<file path="config.mk">
export PLATFORM = sky130hd
export DESIGN_NAME = lpm_clk_ctrl
export DESIGN_NICKNAME = d
export VERILOG_FILES = /design/src/rtl/lpm_pkg.sv /design/src/rtl/lpm_settle_timer.sv /design/src/rtl/lpm_keep_regs.sv /design/src/rtl/lpm_seq_fsm.sv /design/src/rtl/lpm_gate_map.sv /design/src/rtl/lpm_clk_ctrl.sv
export SDC_FILE = /design/constraint.sdc
export NUM_CORES = 1
export LEC_CHECK = 0
export CAP_MARGIN = 15
export CELL_PAD_IN_SITES_DETAIL_PLACEMENT = 0
export CELL_PAD_IN_SITES_GLOBAL_PLACEMENT = 1
export CORE_AREA = 5 5 65 78
export CTS_CLUSTER_SIZE = 25
export DETAILED_ROUTE_END_ITERATION = 16
export DIE_AREA = 0 0 70 83
export PLACE_DENSITY_LB_ADDON = 0.2
export SETUP_SLACK_MARGIN = 0.3
export SLEW_MARGIN = 15
export SYNTH_ARGS = -nofsm -noshare
export SYNTH_HDL_FRONTEND = slang
export SYNTH_SLANG_ARGS = --single-unit
export TNS_END_PERCENT = 30
</file>
<file path="constraint.sdc">
create_clock -name clk -period 2.01 [get_ports clk]
set_input_delay 0.402 -clock clk [delete_from_list [all_inputs] [get_ports clk]]
set_output_delay 0.402 -clock clk [all_outputs]
set_load 0.01 [all_outputs]
</file>
<file path="src/rtl/lpm_pkg.sv">
package lpm_pkg;

    typedef enum logic [2:0] {
        ST_ACTIVE,
        ST_SLEEP,
        ST_DEEP,
        ST_OSC_WAIT,
        ST_FLASH_WAIT
    } lpm_state_e;

    localparam logic [1:0] MODE_ACTIVE = 2'b00;
    localparam logic [1:0] MODE_SLEEP  = 2'b01;
    localparam logic [1:0] MODE_DEEP   = 2'b10;
    localparam logic [1:0] MODE_WAKE   = 2'b11;

endpackage

</file>
<file path="src/rtl/lpm_settle_timer.sv">
module lpm_settle_timer #(
    parameter int CNT_W = 8
) (
    input  logic             clk,
    input  logic             rst_n,
    input  logic             load,
    input  logic [CNT_W-1:0] load_val,
    input  logic             run,
    output logic             expired
);
    logic [CNT_W-1:0] cnt_q;

    always_ff @(posedge clk or negedge rst_n) begin
        if (!rst_n) begin
            cnt_q <= '0;
        end else if (load) begin
            cnt_q <= load_val;
        end else if (run && (cnt_q != '0)) begin
            cnt_q <= cnt_q - 1'b1;
        end
    end

    assign expired = (cnt_q == '0);

    // once drained, the count never wraps around unless it is reloaded
    p_no_wrap_r7: assert property (@(posedge clk) disable iff (!rst_n)
        (!load && cnt_q == '0) |=> (cnt_q == '0));

endmodule

</file>
<file path="src/rtl/lpm_keep_regs.sv">
module lpm_keep_regs #(
    parameter int NUM_PERIPH = 8,
    parameter int NUM_ANALOG = 4
) (
    input  logic                  clk,
    input  logic                  rst_n,
    input  logic                  capture,
    input  logic [NUM_PERIPH-1:0] periph_keep,
    input  logic [NUM_ANALOG-1:0] analog_keep,
    output logic [NUM_PERIPH-1:0] periph_keep_q,
    output logic [NUM_ANALOG-1:0] analog_keep_q
);
    always_ff @(posedge clk or negedge rst_n) begin
        if (!rst_n) begin
            periph_keep_q <= '0;
            analog_keep_q <= '0;
        end else if (capture) begin
            periph_keep_q <= periph_keep;
            analog_keep_q <= analog_keep;
        end
    end

    // masks hold still unless a new entry is accepted
    p_masks_hold_r5: assert property (@(posedge clk) disable iff (!rst_n)
        !capture |=> ($stable(periph_keep_q) && $stable(analog_keep_q)));

endmodule

</file>
<file path="src/rtl/lpm_seq_fsm.sv">
module lpm_seq_fsm
    import lpm_pkg::*;
(
    input  logic       clk,
    input  logic       rst_n,
    input  logic       enter_req,
    input  logic       req_deep,
    input  logic       irq_pending,
    input  logic       flash_ready,
    input  logic       settle_done,
    output lpm_state_e state,
    output logic       enter_acc,
    output logic       settle_load
);
    lpm_state_e state_q, state_d;

    always_ff @(posedge clk or negedge rst_n) begin
        if (!rst_n) state_q <= ST_ACTIVE;
        else        state_q <= state_d;
    end

    always_comb begin
        state_d     = state_q;
        enter_acc   = 1'b0;
        settle_load = 1'b0;
        unique case (state_q)
            ST_ACTIVE: begin
                if (enter_req && !irq_pending) begin
                    enter_acc = 1'b1;
                    state_d   = req_deep ? ST_DEEP : ST_SLEEP;
                end
            end
            ST_SLEEP: begin
                if (irq_pending) state_d = ST_ACTIVE;
            end
            ST_DEEP: begin
                if (irq_pending) begin
                    settle_load = 1'b1;
                    state_d     = ST_OSC_WAIT;
                end
            end
            ST_OSC_WAIT: begin
                if (settle_done) state_d = ST_FLASH_WAIT;
            end
            ST_FLASH_WAIT: begin
                if (flash_ready) state_d = ST_ACTIVE;
            end
            default: state_d = ST_ACTIVE;
        endcase
    end

    assign state = state_q;

    // a request that collides with a pending wake event is dropped
    p_ignore_pending_r9: assert property (@(posedge clk) disable iff (!rst_n)
        (state_q == ST_ACTIVE && enter_req && irq_pending) |=> (state_q == ST_ACTIVE));

    // a deep-sleep wake always starts with the oscillator phase
    p_deep_wake_path_r7: assert property (@(posedge clk) disable iff (!rst_n)
        (state_q == ST_DEEP && irq_pending) |=> (state_q == ST_OSC_WAIT));

    // light sleep returns directly to active
    p_sleep_exit_r6: assert property (@(posedge clk) disable iff (!rst_n)
        (state_q == ST_SLEEP && irq_pending) |=> (state_q == ST_ACTIVE));

endmodule

</file>
<file path="src/rtl/lpm_gate_map.sv">
module lpm_gate_map
    import lpm_pkg::*;
#(
    parameter int NUM_PERIPH = 8,
    parameter int NUM_ANALOG = 4
) (
    input  lpm_state_e            state,
    input  logic [NUM_PERIPH-1:0] periph_keep_q,
    input  logic [NUM_ANALOG-1:0] analog_keep_q,
    output logic                  cpu_clk_en,
    output logic                  main_clk_en,
    output logic [NUM_PERIPH-1:0] periph_clk_en,
    output logic                  osc_en,
    output logic                  flash_stby,
    output logic [NUM_ANALOG-1:0] analog_pwr_en,
    output logic [1:0]            cur_mode
);
    logic periph_all_on, periph_by_mask, analog_all_on;

    always_comb begin
        cpu_clk_en     = 1'b1;
        main_clk_en    = 1'b1;
        osc_en         = 1'b1;
        flash_stby     = 1'b0;
        periph_all_on  = 1'b1;
        periph_by_mask = 1'b0;
        analog_all_on  = 1'b1;
        cur_mode       = MODE_ACTIVE;
        unique case (state)
            ST_ACTIVE: begin
                cur_mode = MODE_ACTIVE;
            end
            ST_SLEEP: begin
                cpu_clk_en     = 1'b0;
                periph_all_on  = 1'b0;
                periph_by_mask = 1'b1;
                cur_mode       = MODE_SLEEP;
            end
            ST_DEEP: begin
                cpu_clk_en    = 1'b0;
                main_clk_en   = 1'b0;
                osc_en        = 1'b0;
                flash_stby    = 1'b1;
                periph_all_on = 1'b0;
                analog_all_on = 1'b0;
                cur_mode      = MODE_DEEP;
            end
            ST_OSC_WAIT: begin
                cpu_clk_en    = 1'b0;
                main_clk_en   = 1'b0;
                flash_stby    = 1'b1;
                periph_all_on = 1'b0;
                analog_all_on = 1'b0;
                cur_mode      = MODE_WAKE;
            end
            ST_FLASH_WAIT: begin
                cpu_clk_en    = 1'b0;
                periph_all_on = 1'b0;
                analog_all_on = 1'b0;
                cur_mode      = MODE_WAKE;
            end
            default: begin
                cur_mode = MODE_ACTIVE;
            end
        endcase
    end

    for (genvar p = 0; p < NUM_PERIPH; p++) begin : g_periph
        assign periph_clk_en[p] = periph_all_on | (periph_by_mask & periph_keep_q[p]);
    end

    for (genvar a = 0; a < NUM_ANALOG; a++) begin : g_analog
        assign analog_pwr_en[a] = analog_all_on | analog_keep_q[a];
    end

endmodule

</file>
<file path="src/rtl/lpm_clk_ctrl.sv">
module lpm_clk_ctrl
    import lpm_pkg::*;
#(
    parameter int NUM_PERIPH = 8,
    parameter int NUM_ANALOG = 4,
    parameter int CNT_W      = 8
) (
    input  logic                  clk,
    input  logic                  rst_n,
    input  logic                  enter_req,
    input  logic                  req_deep,
    input  logic [NUM_PERIPH-1:0] periph_keep,
    input  logic [NUM_ANALOG-1:0] analog_keep,
    input  logic                  irq_pending,
    input  logic [CNT_W-1:0]      osc_settle,
    input  logic                  flash_ready,
    output logic                  cpu_clk_en,
    output logic                  main_clk_en,
    output logic [NUM_PERIPH-1:0] periph_clk_en,
    output logic                  osc_en,
    output logic                  flash_stby,
    output logic [NUM_ANALOG-1:0] analog_pwr_en,
    output logic [1:0]            cur_mode
);
    lpm_state_e            state;
    logic                  enter_acc;
    logic                  settle_load;
    logic                  settle_done;
    logic                  in_osc_wait;
    logic [NUM_PERIPH-1:0] periph_keep_q;
    logic [NUM_ANALOG-1:0] analog_keep_q;

    assign in_osc_wait = (state == ST_OSC_WAIT);

    lpm_seq_fsm u_fsm (
        .clk         (clk),
        .rst_n       (rst_n),
        .enter_req   (enter_req),
        .req_deep    (req_deep),
        .irq_pending (irq_pending),
        .flash_ready (flash_ready),
        .settle_done (settle_done),
        .state       (state),
        .enter_acc   (enter_acc),
        .settle_load (settle_load)
    );

    lpm_settle_timer #(.CNT_W(CNT_W)) u_timer (
        .clk      (clk),
        .rst_n    (rst_n),
        .load     (settle_load),
        .load_val (osc_settle),
        .run      (in_osc_wait),
        .expired  (settle_done)
    );

    lpm_keep_regs #(.NUM_PERIPH(NUM_PERIPH), .NUM_ANALOG(NUM_ANALOG)) u_keep (
        .clk           (clk),
        .rst_n         (rst_n),
        .capture       (enter_acc),
        .periph_keep   (periph_keep),
        .analog_keep   (analog_keep),
        .periph_keep_q (periph_keep_q),
        .analog_keep_q (analog_keep_q)
    );

    lpm_gate_map #(.NUM_PERIPH(NUM_PERIPH), .NUM_ANALOG(NUM_ANALOG)) u_map (
        .state         (state),
        .periph_keep_q (periph_keep_q),
        .analog_keep_q (analog_keep_q),
        .cpu_clk_en    (cpu_clk_en),
        .main_clk_en   (main_clk_en),
        .periph_clk_en (periph_clk_en),
        .osc_en        (osc_en),
        .flash_stby    (flash_stby),
        .analog_pwr_en (analog_pwr_en),
        .cur_mode      (cur_mode)
    );

    // the flash is never in standby while the main clock runs
    p_stby_main_off_r4: assert property (@(posedge clk) disable iff (!rst_n)
        flash_stby |-> !main_clk_en);

    // the oscillator comes back before the main clock
    p_osc_before_main_r7: assert property (@(posedge clk) disable iff (!rst_n)
        $rose(osc_en) |-> !main_clk_en);

    // the processor clock ends a wake only after flash ready was seen
    p_cpu_after_ready_r8: assert property (@(posedge clk) disable iff (!rst_n)
        ($rose(cpu_clk_en) && $past(cur_mode) == MODE_WAKE) |-> $past(flash_ready));

    // peripheral gating is steady for the whole of a light sleep
    p_sleep_periph_steady_r3: assert property (@(posedge clk) disable iff (!rst_n)
        (cur_mode == MODE_SLEEP && $past(cur_mode) == MODE_SLEEP) |-> $stable(periph_clk_en));

endmodule

</file>
# == Word level (Yosys, flattened, before mapping) ==
# Cells that the tools add are included.
# Widths: inputs -> output; s select.
# totals
out_inout_bits,18
inputBits,26
ff_bits,23
wordCells,66
# op_classes
mux,20
n_eq_ne,9
n_reduce_logical,12
addsub,1
bitwise_logic,20
# op_table
op,count
$mux 8,2
$mux 3,5
$pmux 3 s5,1
$or 1x1->1,12
$mux 1,10
$and 1x1->1,8
$logic_not 8->1,1
$ne 2x2->1 const B,4
$reduce_bool 8->1,1
$sub 8x1->8 const B,1
$eq 3x2->1 const B,2
$pmux 2 s3,1
$reduce_and 5->1,1
$reduce_or 2->1,2
$reduce_or 4->1,1
$eq 3x1->1 const B,1
$eq 3x3->1 const B,1
$logic_not 3->1,1
$reduce_or 3->1,1
$logic_and 1x1->1,2
$mux 2,1
$ne 2x1->1 const B,1
$reduce_bool 2->1,1
$logic_not 1->1,1

# == Logic depth before layout (Yosys ltp) ==
# logic_depth
word_depth,4
depth_mapped,7
depth_no_buf,6

# == Cells and area by module ==
# From an unflattened synthesis, not the netlist that was laid out.
# unflattened
cells_unflattened,136
area_unflattened_um2,1403.8
# modules_own_cells
mod,area_each_um2,seq_area_each_um2,n_inst,cells_each
lpm_settle_timer,528.0,200.2,1,58
lpm_keep_regs,484.2,300.3,1,25
lpm_gate_map,220.2,0.0,1,34
lpm_seq_fsm,162.7,75.1,1,18
lpm_clk_ctrl,8.8,0.0,1,1

# == Least setup slack after synthesis ==
# Ideal clock, no wire load.
# synth_path
path_type,register to output
start,register u_fsm.state_q[0] (netlist: u_fsm.state[0])
end,output periph_clk_en[0]
n_path_buf,2
t_arrival_ps,1291
required_ps,1608
slack_ps,317
stages_incl_launch_ff,6
path_cell_list,dfrtp_1 > buf_2 > inv_1 > clkbuf_1 > o21bai_1 > a21boi_0
# synth_between
elab_chain_cells,4
elab_cells_between_ends,9
classes_between,4 x eq/ne; 2 x mux; 2 x bitwise; 1 x reduce/logical
# synth_rtl
element,line,rtl
start: declaration,lpm_seq_fsm.sv:15,"lpm_state_e state_q, state_d;"
start signal: assignment,lpm_seq_fsm.sv:19,else state_q <= state_d;
$eq 3x1->1 (tied with other cells),lpm_gate_map.sv:29,unique case (state)
$reduce_or 4->1 (no source line) / $mux 1 (equally long branches),-,
$mux 1 / $and 1x1->1 (equally long branches),"lpm_gate_map.sv:29, lpm_gate_map.sv:69",
$or 1x1->1 (*),lpm_gate_map.sv:69,assign periph_clk_en[p] = periph_all_on | (periph_by_mask & periph_keep_q[p]);
end: declaration,lpm_clk_ctrl.sv:19,"output logic [NUM_PERIPH-1:0] periph_clk_en,"
# Mark *: on every way between the ends. The rest lies on a longest branch, timed or not.

# == Worst setup path in the final report ==
# layout_path
start,register u_fsm.state_q[1] (netlist: u_fsm.state[1])
end,output periph_clk_en[3]
# Same word-level chain as after synthesis.

==> reports/summary.md <==
The tools report the number of top-level design ports as 44. The flip-flop cell with the highest count after synthesis was sky130_fd_sc_hd__dfrtp_1. The wire-length estimate of the detail-placed layout is 2660 um.

Initial antenna violation count: 0. For the register area share after synthesis, the log shows 41.5%. The combined area of the multi-input logic cells is 788 um^2. The hold buffer count at cts is 0. The largest area contributor in the netlist was sky130_fd_sc_hd__dfrtp_1. The part of the cycle the worst path needs was 88.7%; the adder-cell share of the synthesized area was 1.80%. The worst setup path is launched from a register.

The tools report the DRC violation count after routing as 0. The logs give 0 for the total count of hold-check failures in the final report and 0 for the max-slew violation count. Summed over all layers, the global routing overflow is 0. At the worst endpoint, the required time is 1610 ps.

The share of the synthesized area in compound gates (AO/OA/AOI/OAI) was 21.6%. Summing over every cut layer, the via total after detailed routing is 1,247. In the global route stage, overall resource usage came out at 12.5%.

By area the synthesized netlist is led by sky130_fd_sc_hd__dfrtp_1 (41%), sky130_fd_sc_hd__mux2_2 (9.7%), sky130_fd_sc_hd__a21boi_0 (4.3%). The area growth from synthesis to layout is 47.9%. By area, the combinational part of the netlist is dominated by compound AO/OA/AOI/OAI gates.

The slowest stage of the critical path belongs to the cell sky130_fd_sc_hd__dfrtp_2. The number of routed nets with antenna violations came out at 0. The signal on the critical path passes through nor2_4, buf_4, nand2_2, a21boi_1, buf_2.

The kind of capture point of the worst setup path is an output port. After Yosys synthesis, and, or, nand and nor cells account for 16.7% of the synthesized area. Register bit count reported by yosys: 23. Counting I/O delays and the setup requirement, the final critical path takes 1780 ps. The relative slew slack was 72.6%.

The tightest min-delay check is of the in -> async type. The placed instances occupy a cell area of 0.00193 mm^2. The most common cell after layout, fill and taps aside was sky130_fd_sc_hd__clkdlybuf4s50_1. The tools report the count of fill cells added during filler insertion as 419. For this configuration, the core starts out at a cell density of 32.8%. The routed length per instance is 13.9 um. The minimum setup slack after placement is 72.7 ps, and the total of endpoints with negative setup slack in the final report is 0. After the last flow step, the layout net total stands at 230. The largest single stage delay on the critical path is 450 ps. The run gives 48.5% as the final core area utilization.

The overall power of the completed layout came out at 3.13 mW. The cell sitting at the root of the clock tree is a sky130_fd_sc_hd__clkbuf_8. Maximum buffer depth of the clock tree: 2. The die covers 0.00581 mm^2.

Data arrives at the worst endpoint at 1380 ps. 0 antenna diodes ended up in the layout. At the later pin of the worst-skew pair, clock insertion delay measures 260 ps.

The number of maximum-capacitance constraint violations is 0. The synthesized netlist devotes 3.16% of its cell area to XOR and XNOR gates. Summing all flip-flop and latch instances after layout gives 578 um^2. The run gives 257 as the final cell count without fillers. Entering global routing, the biggest net connects 24 pins. Dividing total power by cell area gives a power density of 1520 mW/mm^2.

The clock arrives with 8.02 ps of skew. The maximum fanout along the worst path came out at 9. Before antenna repair, the detailed router went through 3 iterations. In the layout the commonest cells are sky130_fd_sc_hd__clkdlybuf4s50_1 (25), sky130_fd_sc_hd__dfrtp_1 (21), sky130_fd_sc_hd__nor2_1 (13), sky130_fd_sc_hd__buf_2 (13), sky130_fd_sc_hd__buf_4 (13). The via count of the first global-routing pass is 1,303, and the number of vias per cell is 4.85. Counting flops with a built-in enable in the synthesized netlist gives 0.

The clock net in this run drives a total of 23 sinks. TritonCTS built the clock tree. Of the post-synthesis cell area, the part taken by muxes is 10.5%. In this run the static leakage power is 0.862 nW. Number of cells after detailed placement: 245.

The number of H-tree levels was 1; the fraction of registers with async set/reset was 100%. The measured slew at the worst slew-check pin is 408 ps. Of the post-synthesis cell area, the dominant cell type holds 41.5%. The overall die height works out to 83 um. The area of all placed cells without fillers was 0.00205 mm^2. Row generation in the floorplan step produced 26 rows. The run gives 227 ps as the final worst slack. The critical path is of the reg -> out type. The congestion estimate from routability-driven global placement came to 0.757. The average footprint of a synthesized cell came out at 9.70 um^2. The proportion of layout cells with a drive suffix above 1 was 33.8%. After floorplanning, the core was sized to cover 0.00423 mm^2. After synthesis, the netlist uses 36 different library cells. Counting the buffers created by CTS gives 3.

The run gives 340 ps as the setup slack of the most critical reg-to-reg path. In the synthesized netlist, the number of instances is 143. The detailed router finished its first iteration with 46 violations.

The first global-routing pass estimated 6040 um of wire. The flow ran to the end, and the final reports show no timing, DRC or antenna violations. The die is 70 um wide. Derived from the worst setup path, the maximum achievable clock frequency is 0.561 GHz. Summed over all layers, the routed wires come to 3570 um.

Setup total negative slack on the finished layout was measured at 0 ps. The post-synth net total was 171. IR analysis of the VDD net gives a maximum drop of 0.486 mV. The tools report the count of synthesis-stage warnings from yosys as 0.

The clock edge transition at the registers on the reported setup and hold paths was 90 ps. Setup repair after global routing could not meet its margin everywhere. Across all hold checks on the routed design, the worst slack comes to 491 ps.

The cell area that synthesis handed to floorplanning was 0.00139 mm^2. The count of buffers added on input and output ports is 43.
## sequential cells by signal, summed over array words and instances, names as in the netlist
register / count
u_timer.cnt_q: 8
u_keep.periph_keep_q: 8
u_fsm.state: 3
u_keep.analog_keep_q: 4
## Yosys cell counts, types with 3 or more instances
master and number:
sky130_fd_sc_hd__dfrtp_1 23, sky130_fd_sc_hd__nor2_1 14, sky130_fd_sc_hd__mux2_2 12, sky130_fd_sc_hd__a21oi_1 11, sky130_fd_sc_hd__a21boi_0 8, sky130_fd_sc_hd__o21bai_1 8
sky130_fd_sc_hd__inv_1 7, sky130_fd_sc_hd__buf_2 5, sky130_fd_sc_hd__nand2_1 5, sky130_fd_sc_hd__or2_2 5, sky130_fd_sc_hd__xnor2_1 5, sky130_fd_sc_hd__clkbuf_1 3
sky130_fd_sc_hd__nor3_1 3, sky130_fd_sc_hd__o21ai_0 3
## where the power goes
group          switching [mW]  total [mW]  leakage, nW  internal, mW
registers               0.221       0.916        0.266         0.696
clock network           0.146       0.284       0.0255         0.138
logic                   0.903        1.93        0.570          1.02
## metal layers
layer / GRT usage [%] / vias to the layer above / part of all wire [%]
met1: 14.3 / 593 / 41
met5: 0 / - / 0
met4: 3.66 / 0 / 0.50
met2: 22.7 / 29 / 53
met3: 2.78 / 2 / 5.3
li1: - / 623 / -
## critical path, delay by kind of cell (launching register included)
kind | cells | cell delay (ps)
AO/OA/AOI/OAI | 1 | 150
buffers and inverters | 2 | 270
flip-flops | 1 | 450
AND/OR/NAND/NOR | 2 | 260
## cell families after synthesis
logic type,count (synthesis)
muxes,13
and+or+nand+nor,42
DFF,23
adders and majority gates,2
AOI/OAI and AO/OA,42
xor gates and xnor gates,5
buffers and inverters,16
## cell type report
| cell class | count | share of cell area [%] |
|---|---|---|
| inverter | 8 | 1.83 |
| timing repair buffer | 62 | 25.9 |
| clock inverter | 1 | 0.244 |
| multi-input combinational | 104 | 38.4 |
| sequential | 23 | 28.2 |
| clock buffer | 3 | 2.01 |
| tap | 56 | 3.41 |
## repair_timing
item,4_1_cts,5_1_grt
hold endpoints to repair,0,0
buffers inserted,8,0
endpoints found under the setup margin,18,24
resized for setup,85,5
cloned,0,0
pin swaps,8,6
## path summary, 6_finish.rpt
kind	startpoint	endpoint	cells after the start
setup / recovery	u_fsm.state[1]	periph_clk_en[3]	5
hold / removal	rst_n	u_keep.periph_keep_q[4]	2
setup reg to reg	u_fsm.state[2]	u_timer.cnt_q[3]	6
hold reg to reg	u_keep.analog_keep_q[0]	u_keep.analog_keep_q[0]	1
max in group asynchronous	rst_n	u_fsm.state[1]	2
min in group clk	u_keep.analog_keep_q[0]	u_keep.analog_keep_q[0]	1
(Power assumes the default switching activity.)
